<file path="src/rtl/pfx_decode.sv">
module pfx_decode #(
  parameter logic [7:0] NARROW_CODE = 8'h02
) (
  input  logic       clk,
  input  logic       rst_n,
  input  logic       in_valid,
  input  logic [7:0] in_byte,
  output logic       in_ready,
  output logic       out_valid,
  input  logic       out_ready,
  output logic [7:0] out_op,
  output logic [1:0] out_acc,
  output logic [3:0] out_idx,
  output logic       out_wide,
  output logic [1:0] out_extra,
  output logic       seq_err
);

  typedef enum logic [1:0] {S_IDLE, S_REG, S_NAR, S_NREG} state_t;

  state_t     state;
  logic [5:0] field;

  logic is_reg, is_nar, is_pfx, has_field, take_pfx, take_op;

  assign is_reg    = (in_byte[1:0] == 2'b11);
  assign is_nar    = (in_byte == NARROW_CODE);
  assign is_pfx    = is_reg | is_nar;
  assign has_field = (state == S_REG) || (state == S_NREG);

  assign in_ready  = is_pfx | out_ready;
  assign out_valid = in_valid & ~is_pfx;
  assign out_op    = in_byte;
  assign out_acc   = has_field ? field[5:4] : 2'd0;
  assign out_idx   = has_field ? field[3:0] : 4'd0;
  assign out_wide  = (state == S_REG);
  assign out_extra = (state == S_REG) ? 2'd1 : (state == S_NREG) ? 2'd2 : 2'd0;

  assign take_pfx  = in_valid & is_pfx;
  assign take_op   = in_valid & ~is_pfx & out_ready;

  assign seq_err = in_valid & ((is_pfx & has_field) |
                   ((state == S_NAR) & (is_nar | (~is_pfx & out_ready))));

  always_ff @(posedge clk or negedge rst_n) begin
    if (!rst_n) begin
      state <= S_IDLE;
      field <= '0;
    end else if (take_pfx) begin
      case (state)
        S_IDLE: begin
          state <= is_reg ? S_REG : S_NAR;
          if (is_reg) field <= {in_byte[3:2], in_byte[7:4]};
        end
        S_NAR: begin
          state <= is_reg ? S_NREG : S_IDLE;
          if (is_reg) field <= {in_byte[3:2], in_byte[7:4]};
        end
        default: state <= S_IDLE;
      endcase
    end else if (take_op) begin
      state <= S_IDLE;
    end
  end

endmodule

</file>
<file path="config.mk">
export PLATFORM = sky130hd
export DESIGN_NAME = pfx_decode
export DESIGN_NICKNAME = d
export VERILOG_FILES = /design/src/rtl/pfx_decode.sv
export SDC_FILE = /design/constraint.sdc
export NUM_CORES = 1
export LEC_CHECK = 0
export BUFFER_PORTS_ARGS = -buffer_cell sky130_fd_sc_hd__buf_2
export CAP_MARGIN = 20
export CORE_MARGIN = 4
export CORE_UTILIZATION = 38
export DETAILED_ROUTE_END_ITERATION = 10
export PLACE_DENSITY = 0.78
export SLEW_MARGIN = 20
export SYNTH_ARGS = -nofsm -noshare
export SYNTH_HDL_FRONTEND = slang
export SYNTH_SLANG_ARGS = --single-unit
</file>
<file path="constraint.sdc">
create_clock -name clk -period 1.6 [get_ports clk]
set_clock_uncertainty 0.1 [all_clocks]
set_input_delay 0.32 -clock clk [delete_from_list [all_inputs] [get_ports clk]]
set_output_delay 0.32 -clock clk [all_outputs]
set_load 0.1 [all_outputs]
</file>
==> impl_results.md <==
- Critical path depth: 4
- Synth top area share: 35.71%
- Placer Congestion: just over 0.9
- CTS tree: done
- Largest net degree at the start of global routing: 9
- Leak pwr: 0.5895 nW
- Period minus WS final: about 1800 ps
- Non-filler cells, final: 120
- Critical path type: reg2out
- Most area-hungry cell type in the Yosys netlist: dfrtp_1
- WL/cell: 21.63 µm
- Critical Path Fanout Max: 4
- Final period util: 112.5%
- Drt initial violations: 9
- DP Area: ~0.0011 mm²
- Clock buffer depth: 2
- Number of global-route vias before repair: 757
- Clk pin slew, worst setup/hold paths: around 60 ps
- F_max: between 500 and 600 MHz
- Final Cell Area: between 0.001 and 0.0015 mm²
- Post-synth EDFFs: 0
- Clock insertion delay at the later pin of the skew report: between 200 and 300 ps
- Crit end category: primary output
- Max-cap check violation count: 0
- CP delay by family, top: flip-flops
- Worst R2R Start: state[0]
- Worst Setup SP: state[0]
- Crit path buffers/inverters: 1
- Failing checks: setup timing
- Crit-path cells: and2b_1 -> nand4_1 -> o21ai_4 -> buf_12
- Initial antenna violation count: 0
- #FFs+latches synth: 8
- Leading cell types in the layout, fill and taps excluded: buf_4 (24), buf_12 (20), buf_2 (9)
- Syn Area/Cell: between 10 and 15 µm²
- Worst Setup Slack, final: -199.4 ps
- WL final: 2.596 mm
- Critical path required time: ~1200 ps
- NumNets Final: about 120
- # DRC: 0
- Most common cell after layout, fill and taps aside: buf_4
- H-tree Lvls: 1
- Port Buffers: 31
- Post-synthesis sequential area ratio: 35.71%
- Worst-Margin Slew: around 310 ps
- Global-route wire length before repair: 3.912 mm
- Gr usage total: between 20% and 30%
- Syn nets: 67
- Synth area leaders: dfrtp_1 (36%), buf_4 (12%), mux2_2 (12%)
- Power Dens Cells: around 1200 mW/mm²
- Die width: between 40 and 50 µm
- Drt pass-1 iters: 4
- Final setup violating endpoints: 12
- Netlist Area Pre-Place: 560.5 µm²
- Hold WC Path Type: in2reg
- Post-Synthesis Cells: 55
- Post-route antenna net violation count: 0
- Via/cell ratio: approximately 5.5
- Critical path endpoint: seq_err
- Via count: 660
- RR Endpoint: field[4]
- Post-DP HPWL: 1.448 mm
- Unrepaired setup endpoints after global routing: yes
- Status: complete, but fails checks
- Headroom to the max-slew limit: slightly below 80%
- Slowest cell delay on critical path: 440 ps
- R2R Setup Slk: 0 ps
- Ys async rst share: 100.0%
- Crit path DAT: between 1000 and 1500 ps
- Layout area overhead: 128.6%
- Distinct cells, synth: 23
- Reg2Reg Depth: 5
- Placeable Area: between 0.001 and 0.0015 mm²
- ANT cells: 0
- Layout cell share with drive strength beyond 1: around four fifths
- Die span in y: around 46 µm
- Boundary Pins: 32
- Root buffer cell: clkbuf_4
- Initial Util: between 40% and 50%
- # placed instances: 109
- Site row count: 13
- GRT overflow: 0
- Worst path slowest cell: dfrtp_2
- Yosys Warn Count: 0
- Slew Limit Fails: 0
- Cts bufs inserted: 3
- Maximum VDD drop: 799.9 µV
- Sink Count: 8
- Post-synth top flop: dfrtp_1
- Fin. Hold Viols: 0
- Startpoint Class: flop
- Area of the die: about 0.0022 mm²
## report_power, final
group          switching (mW)  leakage [nW]  internal (mW)  total (mW)
clock                  0.0706        0.0138         0.0860       0.157
sequential             0.0424        0.0958          0.263       0.305
combinational           0.683         0.480          0.441        1.12
## flip-flops by register name, summed over array words and instances, names as in the netlist
name	cells
state	2
field	6
## layer usage
metal / track usage [%] / vias up / wire, µm
met3: 4.688 / 8 / 171
met2: 51.65 / 39 / 1367
met4: 10.23 / 0 / 58
li1: - / 288 / -
met1: 29.45 / 325 / 998
met5: 0 / - / 0
## cell type report
| cell class | count | area, µm² |
|---|---|---|
| Clock buffer | 3 | 22.52 |
| Fill cell | 31 | 68.82 |
| Inverter | 2 | 11.26 |
| Multi-Input combinational cell | 35 | 354.1 |
| Sequential cell | 8 | 201.4 |
| Tap cell | 15 | 18.77 |
| Timing Repair Buffer | 57 | 673.1 |
## what timing repair did
| item | 4_1_cts | 5_1_grt |
|---|---|---|
| hold buffers | 1 | 0 |
| setup buffers | 6 | 1 |
| cloned | 0 | 0 |
| pin swaps | 6 | 1 |
| endpoints found under the setup margin | 12 | 13 |
| endpoints found under the hold margin | 8 | 0 |
| resized for setup | 20 | 0 |
## metrics by stage
step                      hold slack, ps  power (mW)  setup WS (ps)  setup TNS (ps)  util, %
final                              269.6       1.586         -199.4           -1594    94.90
after detailed placement           74.43       1.309         -187.8          -459.5    84.52
after global placement             66.45       1.287         -146.8          -332.4    84.52
after global routing               264.3       1.627         -265.2           -1929    94.90
after floorplan                   -75.59      0.9504         -185.8          -249.5        -
after CTS                          241.5       1.547         -153.0          -890.6    94.35
## cell families after synthesis
family | share of synthesized area [%]
AND/OR/NAND/NOR | 25.00
buffers and inverters | 14.06
AO/OA/AOI/OAI | 13.17
flip-flops | 35.71
multiplexers | 12.05
## cells in the mapped netlist, types with 2 or more instances
cell,number
a211o_1,2
and2_1,6
buf_4,9
dfrtp_1,8
inv_1,2
mux2_2,6
nand2_1,2
nand4_1,2
nor2_1,2
o211ai_1,2
o21ai_0,2
## worst min-delay path by stage
stage	from	end	slack [ps]	cells past startpoint
3_5_place_dp	rst_n	field[3]	70	1
6_report	in_valid	state[0]	270	2
2_1_floorplan	rst_n	field[0]	-80	0
5_1_grt	in_valid	state[0]	260	2
4_1_cts	in_valid	state[0]	240	2
3_3_place_gp	rst_n	field[3]	70	1
Note: power is estimated with default switching activity, not from simulation.
